## config.mk

```make
export PLATFORM = sky130hd
export DESIGN_NAME = i2c_rate_meter
export DESIGN_NICKNAME = d
export VERILOG_FILES = /design/src/rtl/i2c_rate_pkg.sv /design/src/rtl/i2c_rate_window.sv /design/src/rtl/i2c_rate_divider.sv /design/src/rtl/i2c_rate_meter.sv
export SDC_FILE = /design/constraint.sdc
export NUM_CORES = 2
export LEC_CHECK = 0
export BUFFER_PORTS_ARGS = -buffer_cell sky130_fd_sc_hd__buf_2
export CAP_MARGIN = 40
export CORE_ASPECT_RATIO = 0.5
export CORE_UTILIZATION = 60
export CTS_BUF_LIST = sky130_fd_sc_hd__clkbuf_16
export DETAILED_ROUTE_END_ITERATION = 7
export PLACE_DENSITY_LB_ADDON = 0.2
export SYNTH_ARGS = -nofsm -noshare
export SYNTH_HDL_FRONTEND = slang
export SYNTH_SLANG_ARGS = --single-unit
```

## constraint.sdc

```tcl
create_clock -name clk -period 10.3 [get_ports clk]
set_input_delay 0.515 -clock clk [delete_from_list [all_inputs] [get_ports clk]]
set_output_delay 0.515 -clock clk [all_outputs]
set_load 0.02 [all_outputs]
```

## src/rtl/i2c_rate_pkg.sv

```systemverilog
package i2c_rate_pkg;
  localparam int unsigned DEF_IDX_W   = 32;
  localparam int unsigned DEF_SRATE_W = 32;
  localparam int unsigned DEF_CNT_W   = 16;

  typedef enum logic {
    DIV_IDLE = 1'b0,
    DIV_RUN  = 1'b1
  } div_state_e;
endpackage

```

## src/rtl/i2c_rate_window.sv

```systemverilog
module i2c_rate_window #(
  parameter int unsigned IDX_W = 32,
  parameter int unsigned CNT_W = 16
) (
  input  logic             clk,
  input  logic             rst_n,
  input  logic             seg_start_i,
  input  logic             bit_strobe_i,
  input  logic             bit_is_ack_i,
  input  logic             stop_i,
  input  logic [IDX_W-1:0] sample_idx_i,
  output logic             open_o,
  output logic [IDX_W-1:0] start_idx_o,
  output logic [CNT_W-1:0] bit_cnt_o
);
  localparam logic [CNT_W-1:0] CNT_MAX = {CNT_W{1'b1}};

  logic payload_bit;
  logic cnt_at_max;

  assign payload_bit = bit_strobe_i && !bit_is_ack_i && open_o;
  assign cnt_at_max  = (bit_cnt_o == CNT_MAX);

  always_ff @(posedge clk or negedge rst_n) begin
    if (!rst_n) begin
      open_o      <= 1'b0;
      start_idx_o <= '0;
      bit_cnt_o   <= '0;
    end else if (seg_start_i) begin
      open_o      <= 1'b1;
      start_idx_o <= sample_idx_i;
      bit_cnt_o   <= '0;
    end else if (stop_i) begin
      open_o      <= 1'b0;
      bit_cnt_o   <= '0;
    end else if (payload_bit && !cnt_at_max) begin
      bit_cnt_o   <= bit_cnt_o + 1'b1;
    end
  end

  assert_start_opens_R1: assert property (@(posedge clk) disable iff (!rst_n)
    seg_start_i |=> (open_o && bit_cnt_o == '0 && start_idx_o == $past(sample_idx_i)));

  assert_bit_counts_R2: assert property (@(posedge clk) disable iff (!rst_n)
    (open_o && bit_strobe_i && !bit_is_ack_i && !seg_start_i && !stop_i && bit_cnt_o != CNT_MAX)
      |=> bit_cnt_o == $past(bit_cnt_o) + 1'b1);

  assert_count_saturates_R2: assert property (@(posedge clk) disable iff (!rst_n)
    (bit_cnt_o == CNT_MAX && !seg_start_i && !stop_i) |=> bit_cnt_o == CNT_MAX);

  assert_ack_ignored_R3: assert property (@(posedge clk) disable iff (!rst_n)
    (bit_strobe_i && bit_is_ack_i && !seg_start_i && !stop_i) |=> $stable(bit_cnt_o));

  assert_stop_closes_R7: assert property (@(posedge clk) disable iff (!rst_n)
    (stop_i && !seg_start_i) |=> (!open_o && bit_cnt_o == '0));
endmodule

```

## src/rtl/i2c_rate_divider.sv

```systemverilog
module i2c_rate_divider
  import i2c_rate_pkg::*;
#(
  parameter int unsigned NUM_W = 48,
  parameter int unsigned DEN_W = 32
) (
  input  logic             clk,
  input  logic             rst_n,
  input  logic             launch_i,
  input  logic [NUM_W-1:0] num_i,
  input  logic [DEN_W-1:0] den_i,
  output logic             busy_o,
  output logic             done_o,
  output logic [NUM_W-1:0] quot_o
);
  localparam int unsigned STEP_W = $clog2(NUM_W + 1);
  localparam logic [STEP_W-1:0] STEPS = STEP_W'(NUM_W);

  div_state_e        state_q;
  logic [STEP_W-1:0] steps_left_q;
  logic [NUM_W-1:0]  work_q;
  logic [DEN_W-1:0]  rem_q;
  logic [DEN_W-1:0]  den_q;
  logic [DEN_W:0]    trial;
  logic [DEN_W:0]    diff;
  logic              fits;
  logic              last_step;

  assign busy_o    = (state_q == DIV_RUN);
  assign quot_o    = work_q;
  assign trial     = {rem_q, work_q[NUM_W-1]};
  assign fits      = (trial >= {1'b0, den_q});
  assign diff      = trial - {1'b0, den_q};
  assign last_step = busy_o && (steps_left_q == STEP_W'(1));

  always_ff @(posedge clk or negedge rst_n) begin
    if (!rst_n) begin
      state_q      <= DIV_IDLE;
      steps_left_q <= '0;
      work_q       <= '0;
      rem_q        <= '0;
      den_q        <= '0;
      done_o       <= 1'b0;
    end else begin
      done_o <= 1'b0;
      if (state_q == DIV_IDLE) begin
        if (launch_i) begin
          state_q      <= DIV_RUN;
          steps_left_q <= STEPS;
          work_q       <= num_i;
          rem_q        <= '0;
          den_q        <= den_i;
        end
      end else begin
        work_q       <= {work_q[NUM_W-2:0], fits};
        rem_q        <= fits ? diff[DEN_W-1:0] : trial[DEN_W-1:0];
        steps_left_q <= steps_left_q - 1'b1;
        if (last_step) begin
          state_q <= DIV_IDLE;
          done_o  <= 1'b1;
        end
      end
    end
  end

  assert_operands_held_R8: assert property (@(posedge clk) disable iff (!rst_n)
    (busy_o && !last_step) |=> $stable(den_q));

  assert_done_single_R5: assert property (@(posedge clk) disable iff (!rst_n)
    done_o |=> !done_o);

  assert_done_after_run_R5: assert property (@(posedge clk) disable iff (!rst_n)
    last_step |=> (done_o && !busy_o));
endmodule

```

## src/rtl/i2c_rate_meter.sv

```systemverilog
module i2c_rate_meter
  import i2c_rate_pkg::*;
#(
  parameter int unsigned IDX_W   = DEF_IDX_W,
  parameter int unsigned SRATE_W = DEF_SRATE_W,
  parameter int unsigned CNT_W   = DEF_CNT_W,
  localparam int unsigned PROD_W = CNT_W + SRATE_W
) (
  input  logic               clk,
  input  logic               rst_n,
  input  logic               seg_start_i,
  input  logic               bit_strobe_i,
  input  logic               bit_is_ack_i,
  input  logic               stop_i,
  input  logic [IDX_W-1:0]   sample_idx_i,
  input  logic [SRATE_W-1:0] sample_rate_i,
  output logic [PROD_W-1:0]  rate_o,
  output logic               rate_valid_o
);
  function automatic logic [IDX_W-1:0] span_of(input logic [IDX_W-1:0] stop_idx,
                                               input logic [IDX_W-1:0] first_idx);
    return stop_idx - first_idx + IDX_W'(1);
  endfunction

  function automatic logic [PROD_W-1:0] bits_times_rate(input logic [CNT_W-1:0] nbits,
                                                        input logic [SRATE_W-1:0] srate);
    return PROD_W'(nbits) * PROD_W'(srate);
  endfunction

  logic               win_open;
  logic [IDX_W-1:0]   win_first;
  logic [CNT_W-1:0]   win_bits;
  logic [IDX_W-1:0]   span;
  logic [PROD_W-1:0]  product;
  logic               div_busy;
  logic               div_done;
  logic               stop_launch;
  logic               stop_guarded;

  i2c_rate_window #(
    .IDX_W (IDX_W),
    .CNT_W (CNT_W)
  ) u_window (
    .clk          (clk),
    .rst_n        (rst_n),
    .seg_start_i  (seg_start_i),
    .bit_strobe_i (bit_strobe_i),
    .bit_is_ack_i (bit_is_ack_i),
    .stop_i       (stop_i),
    .sample_idx_i (sample_idx_i),
    .open_o       (win_open),
    .start_idx_o  (win_first),
    .bit_cnt_o    (win_bits)
  );

  assign span         = span_of(sample_idx_i, win_first);
  assign product      = bits_times_rate(win_bits, sample_rate_i);
  assign stop_guarded = stop_i && (!win_open || sample_rate_i == '0 || span == '0);
  assign stop_launch  = stop_i && !div_busy && !stop_guarded;

  i2c_rate_divider #(
    .NUM_W (PROD_W),
    .DEN_W (IDX_W)
  ) u_divider (
    .clk      (clk),
    .rst_n    (rst_n),
    .launch_i (stop_launch),
    .num_i    (product),
    .den_i    (span),
    .busy_o   (div_busy),
    .done_o   (div_done),
    .quot_o   (rate_o)
  );

  assign rate_valid_o = div_done;

  assert_guard_blocks_R6: assert property (@(posedge clk) disable iff (!rst_n)
    (stop_i && !div_busy && stop_guarded) |=> !div_busy);

  assert_launch_starts_R4: assert property (@(posedge clk) disable iff (!rst_n)
    stop_launch |=> (div_busy && !rate_valid_o));

  assert_valid_pulse_R5: assert property (@(posedge clk) disable iff (!rst_n)
    rate_valid_o |=> !rate_valid_o);

  assert_no_valid_while_busy_R9: assert property (@(posedge clk) disable iff (!rst_n)
    rate_valid_o |-> !div_busy);
endmodule

```

# After elaboration in Yosys (flattened, before gate mapping)
# Cells that the tools add are included.
dict set report totals {
  reg_bits 169
  latch_bits 0
  ram_bits 0
  rom_bits 0
  out_inout_bits 49
  elab_cells 56
  memories 0
}
dict set report classes {
  add_sub_neg 5
  multipliers 1
  div_mod_pow 0
  n_lt_le_gt_ge 1
  n_eq_ne 2
  shifts 0
  muxes 17
  n_bitwise 1
  reduce_logical 20
}
# operator count
set ops {}
lappend ops {{two-way mux 32 bit} 3}
lappend ops {{two-way mux 48 bit} 2}
lappend ops {{zero test 32 bit} 2}
lappend ops {{subtractor 32 bit} 2}
lappend ops {{multiplier 16 x 32 -> 48 bit} 1}
lappend ops {{two-way mux 16 bit} 3}
lappend ops {{greater-or-equal comparator 33 x 32 -> 1 bit} 1}
lappend ops {{adder 32 x 1 -> 32 bit (second input constant)} 1}
lappend ops {{adder 16 x 1 -> 16 bit (second input constant)} 1}
lappend ops {{== test 16 bit (second input constant)} 1}
lappend ops {{two-way mux 6 bit} 2}
lappend ops {{logical AND 1 bit} 7}
lappend ops {{two-way mux 1 bit} 7}
lappend ops {{== test 6 x 1 -> 1 bit (second input constant)} 1}
lappend ops {{subtractor 6 x 1 -> 6 bit (second input constant)} 1}
lappend ops {{zero test 1 bit} 5}
lappend ops {{nonzero test 2 bit} 2}
lappend ops {{nonzero test 3 bit} 1}
lappend ops {{logical OR 1 bit} 2}
lappend ops {{AND reduction 2 bit} 1}
lappend ops {{inverter 1 bit} 1}

# Depth between registers and ports, before layout
dict set report logic_depth {
  ltp_word 9
  ltp_mapped 26
  mapped_depth_nobuf 24
}

# Modules after synthesis
# From an unflattened synthesis, not the netlist that was laid out.
dict set report hier_totals {
  hier_cells 3235
  area_unflattened_um2 28183.3
}
# module instances cells_per_inst area_per_inst_um2 seq_area_each_um2
set modules_own_cells {}
lappend modules_own_cells {i2c_rate_meter 1 2245 18723.0 0.0}
lappend modules_own_cells {i2c_rate_divider 1 815 7240.7 3002.9}
lappend modules_own_cells {i2c_rate_window 1 175 2219.6 1226.2}

# Worst setup path after synthesis
# Ideal clock, no wire load.
dict set report synth_timing {
  path_kind {register to register}
  start {register u_window.bit_cnt_o[10]}
  end {register u_divider.work_q[47], in the netlist u_divider.quot_o[47]}
  arrival_time_ns 6.722
  slack_ns 3.453
  path_stages_with_launch 25
  n_path_buf 3
  synth_period_minus_slack_ns 6.847
  path_cell_list {dfrtp_1 > clkbuf_1 > clkbuf_1 > nand2_1 > fa_1 > inv_1 > fa_1 > fa_1 > fa_1 > fa_1 > inv_1 > fa_1 > inv_1 > ha_1 > clkbuf_1 > a211oi_1 > nor2_1 > a2111oi_0 > a31oi_1 > o2111ai_1 > a21oi_1 > a31o_2 > a2111oi_0 > o311a_1 > a21oi_1}
}
dict set report synth_between {
  elab_chain_len 3
}
# element line_no
set synth_lines {}
lappend synth_lines {{start, declared} i2c_rate_window.sv:14} ;# output logic [CNT_W-1:0] bit_cnt_o
lappend synth_lines {{start signal, assigned} i2c_rate_window.sv:37} ;# bit_cnt_o <= bit_cnt_o + 1'b1;
lappend synth_lines {{multiplier 16 x 32 -> 48 bit} i2c_rate_meter.sv:27} ;# return PROD_W'(nbits) * PROD_W'(srate);
lappend synth_lines {{two-way mux 48 bit} i2c_rate_divider.sv:47} ;# if (launch_i) begin
lappend synth_lines {{two-way mux 48 bit} i2c_rate_divider.sv:46} ;# if (state_q == DIV_IDLE) begin
lappend synth_lines {{end signal, assigned} i2c_rate_divider.sv:50} ;# work_q <= num_i;
lappend synth_lines {{end signal, assigned} i2c_rate_divider.sv:55} ;# work_q <= {work_q[NUM_W-2:0], fits};
lappend synth_lines {{end, declared} i2c_rate_divider.sv:21} ;# logic [NUM_W-1:0] work_q;
# Every way passes these cells. The select of a mux whose other input is x is not followed.
# A chain may end at the register's enable or synchronous reset.

# Final worst setup path
dict set report layout_timing {
  start {register u_window.bit_cnt_o[9]}
  end {register u_divider.work_q[47], in the netlist u_divider.quot_o[47]}
}
# The elaborated chain is that of the path after synthesis.

==> flow_metrics.py <==
metrics = {
    "timing": {
        "final_hold_viol_count": 0,
        "slew_headroom": 0.440,
        "hold_ws_ns": 0.285,
        "setup_viol": 0,
        "clock_skew_ns": 0.0117,
        "rsz0062_at_grt": "no",
        "worst_slack_ns": 2.27,
        "min_period_over_period": 0.779,
        "maxSlewViolCount": 0,
        "period_needed_ns": 8.03,
        "finalSetupTns_ns": 0,
        "max_freq_mhz": 125,
        "tightestPinTransition_ns": 0.840,
    },
    "clocking": {
        "clk_latency_ns": 0.45,
        "cts_resized": 0,
        "clkTransAtPathRegs_ns": 0.07,
        "cts_tree": "yes",
        "cts_buffer_depth": 2,
        "cts_htree_levels": 4,
        "cts_root_buf": "clkbuf_16",
        "numCtsBuffers": 17,
        "cts.sinks": 169,
    },
    "critical_path": {
        "critical_path.startpoint_type": "flop",
        "critPathMaxFanout": 18,
        "critPathRequiredTime_ns": 10.62,
        "worstSetupPathType": "reg2reg",
        "cp-end-kind": "flop",
        "worstPathArrival_ns": 8.35,
    },
    "synth": {
        "synth_top_family_by_area": "adder cells",
        "synth_compound_area_frac": 0.123,
        "synth_top_cell_area_share": 0.300,
        "synth-simple-area-share": 0.174,
        "ys_top_cells_by_count": "568 x inv_1, 454 x nand2_1, 420 x fa_1, 216 x ha_1, 215 x and2_1",
        "synth-main-ff-cell": "dfrtp_1",
        "yosys_register_bits": 169,
        "synth.largest_area_cell": "fa_1",
        "avgSynthCellArea_um2": 8.67,
        "yosysWarnings": 0,
        "syn_area_mm2": 0.0281,
        "synthMuxAreaShare": 0.0241,
        "synth_fp_nets": 3944,
        "yosysMostFrequentCell": "inv_1",
        "synthCells": 3238,
        "synth.area.top_cells": "fa_1 30%, dfrtp_1 15%, ha_1 9.6%, inv_1 7.6%, nand2_1 6.1%",
        "synth_edf_count": 0,
        "synthXorXnorAreaFrac": 0.0300,
        "async_reset_ff_frac": 1.00,
        "ys_seq_area_frac": 0.151,
        "synthAdderAreaFrac": 0.396,
        "synthDistinctLibCells": 86,
    },
    "power": {
        "p_sw_mw": 0.584,
        "p_comb_frac": 0.250,
        "leakage_nw": 14.6,
        "p_int_mw": 1.15,
        "swShare": 0.336,
        "clockPowerShare": 0.358,
        "power_frac_seq": 0.391,
        "finalPower_mw": 1.74,
        "power_density_mw_per_mm2": 58.7,
        "max-vdd-ir-drop_v": 0.0000951,
    },
    "drt": {
        "drt-pass1-iter-count": 6,
        "first_iter_violations": 1745,
        "ant_nets": 0,
        "vias_per_cell": 5.86,
        "vias": 22662,
        "avgRoutedWirePerCell_um": 19.1,
        "totalWireLength_mm": 73.7,
        "remaining_drc_errors": 0,
    },
    "grt": {
        "grt_overflow": 0,
        "grt_max_degree": 80,
        "grt_pass1_wl_mm": 121,
        "grt_usage": 0.323,
        "antenna_found_initial": 0,
        "grt_pass1_vias": 22653,
    },
    "place": {
        "hpwl_mm": 56.2,
        "place_ws_ns": 2.42,
        "io_buffers": 118,
        "dpl.cell_count": 3838,
        "gp_congestion": 0.966,
        "place_area_mm2": 0.0290,
    },
    "min_path": {
        "holdCritPathClass": "in2reg",
    },
    "layout": {
        "fin_nets": 3937,
        "area_growth_pct": 5.43,
        "final-instance-count-excl-fill": 3870,
        "post-route-cell-area_mm2": 0.0296,
        "antennaDiodeCount": 0,
        "drive_above_1_share": 0.0691,
        "final_util": 0.648,
    },
    "die": {
        "die_y_um": 155,
        "die_area_mm2": 0.0477,
        "core_area_mm2": 0.0457,
        "die_x_um": 308,
        "num_rows": 55,
        "num_io_pins": 119,
        "start_util": 0.614,
    },
    "flow_run": {
        "cap_violations": 0,
    },
    "status": {
        "outcome": "finished, final reports clean",
    },
}
==> path summary, 6_finish.rpt <==
path	from	end	slack [ns]	cells past startpoint
worst min register to register	u_divider.den_q[17]	u_divider.den_q[17]	0.51	2
worst max register to register	u_window.bit_cnt_o[9]	u_divider.quot_o[47]	2.27	25
min in group asynchronous	rst_n	u_divider.rem_q[4]	0.45	2
worst max-delay path	u_window.bit_cnt_o[9]	u_divider.quot_o[47]	2.27	25
max in group asynchronous	rst_n	u_window.bit_cnt_o[12]	8.96	4
worst min-delay path	sample_idx_i[21]	u_window.start_idx_o[21]	0.29	3
==> state kept, by name, summed over array words and instances, names as in the netlist, 6 cells and up <==
signal and flops:
u_divider.den_q 32, u_window.bit_cnt_o 16, u_window.start_idx_o 32, u_divider.quot_o 48, u_divider.rem_q 32, u_divider.steps_left_q 6
==> metal layers <==
metal | share of wire | GRT usage | up-vias | wire [um]
met5 | 0 | 0 | - | 0
met4 | 0.020 | 0.0791 | 0 | 1500
met1 | 0.42 | 0.446 | 11263 | 31100
met3 | 0.085 | 0.0655 | 111 | 6250
met2 | 0.47 | 0.524 | 923 | 34900
li1 | - | - | 10365 | -
==> power by group through the flow <==
stage	registers, mW	logic [mW]	clock network, mW
after floorplan	0.690	0.293	0
after CTS	0.679	0.430	0.630
after global routing	0.680	0.478	0.652
final	0.679	0.435	0.623
after detailed placement	0.692	0.426	0
after global placement	0.692	0.416	0
==> cell usage in the layout, fill, tap and decap left out, drive strengths merged, types with 6 or more instances in the layout <==
cell    count
a211oi     13
a21o       40
a21oi     112
a221oi     13
a311oi      6
and2      215
and3       19
and4        8
buf       150
clkbuf     17
dfrtp     169
fa        420
ha        216
inv       575
mux2i      63
nand2     454
nand2b     22
nand3      57
nand4      25
nor2      107
nor2b      17
nor3       43
nor4       14
o211ai     21
o21a       18
o21ai     143
o21bai     10
o221a      13
o221ai     11
o22ai      33
o311ai      6
o31a        7
o31ai       9
or3         6
xnor2      66
xor2       30
==> worst max-delay path, stage by stage (launching register included) <==
cell and delay (ns):
dfrtp_1 0.85, buf_4 0.37, nand2_1 0.11, fa_1 0.56, inv_1 0.05, fa_1 0.50
inv_1 0.05, fa_1 0.47, inv_1 0.05, fa_1 0.50, fa_1 0.61, inv_1 0.08
fa_1 0.54, inv_1 0.04, ha_1 0.36, a21oi_1 0.15, o21ai_0 0.11, a2111oi_0 0.67
buf_1 0.22, a31oi_1 0.14, o2111ai_1 0.34, a21oi_1 0.16, a31o_2 0.29, a2111oi_0 0.42
o311a_1 0.20, a21oi_1 0.04
==> cells by family after synthesis <==
group	Yosys count
flip-flops	169
AO/OA/AOI/OAI	512
adder cells (fa/ha/maj)	636
AND/OR/NAND/NOR	1012
multiplexers	67
XOR/XNOR	96
buffers and inverters	746
==> final cells by class <==
class	count	area, um^2
Multi-Input combinational cell	2323	21000
Fill cell	3928	16100
Sequential cell	169	4230
Inverter	569	2140
Timing Repair Buffer	151	911
Tap cell	627	785
Clock buffer	17	425
Clock inverter	14	113
==> what timing repair did <==
action | 4_1_cts | 5_1_grt
buffers inserted | 0 | 0
hold buffers | 1 | 0
endpoints found under the hold margin | 12 | 0
No activity file was read; power rests on OpenSTA's default activity.
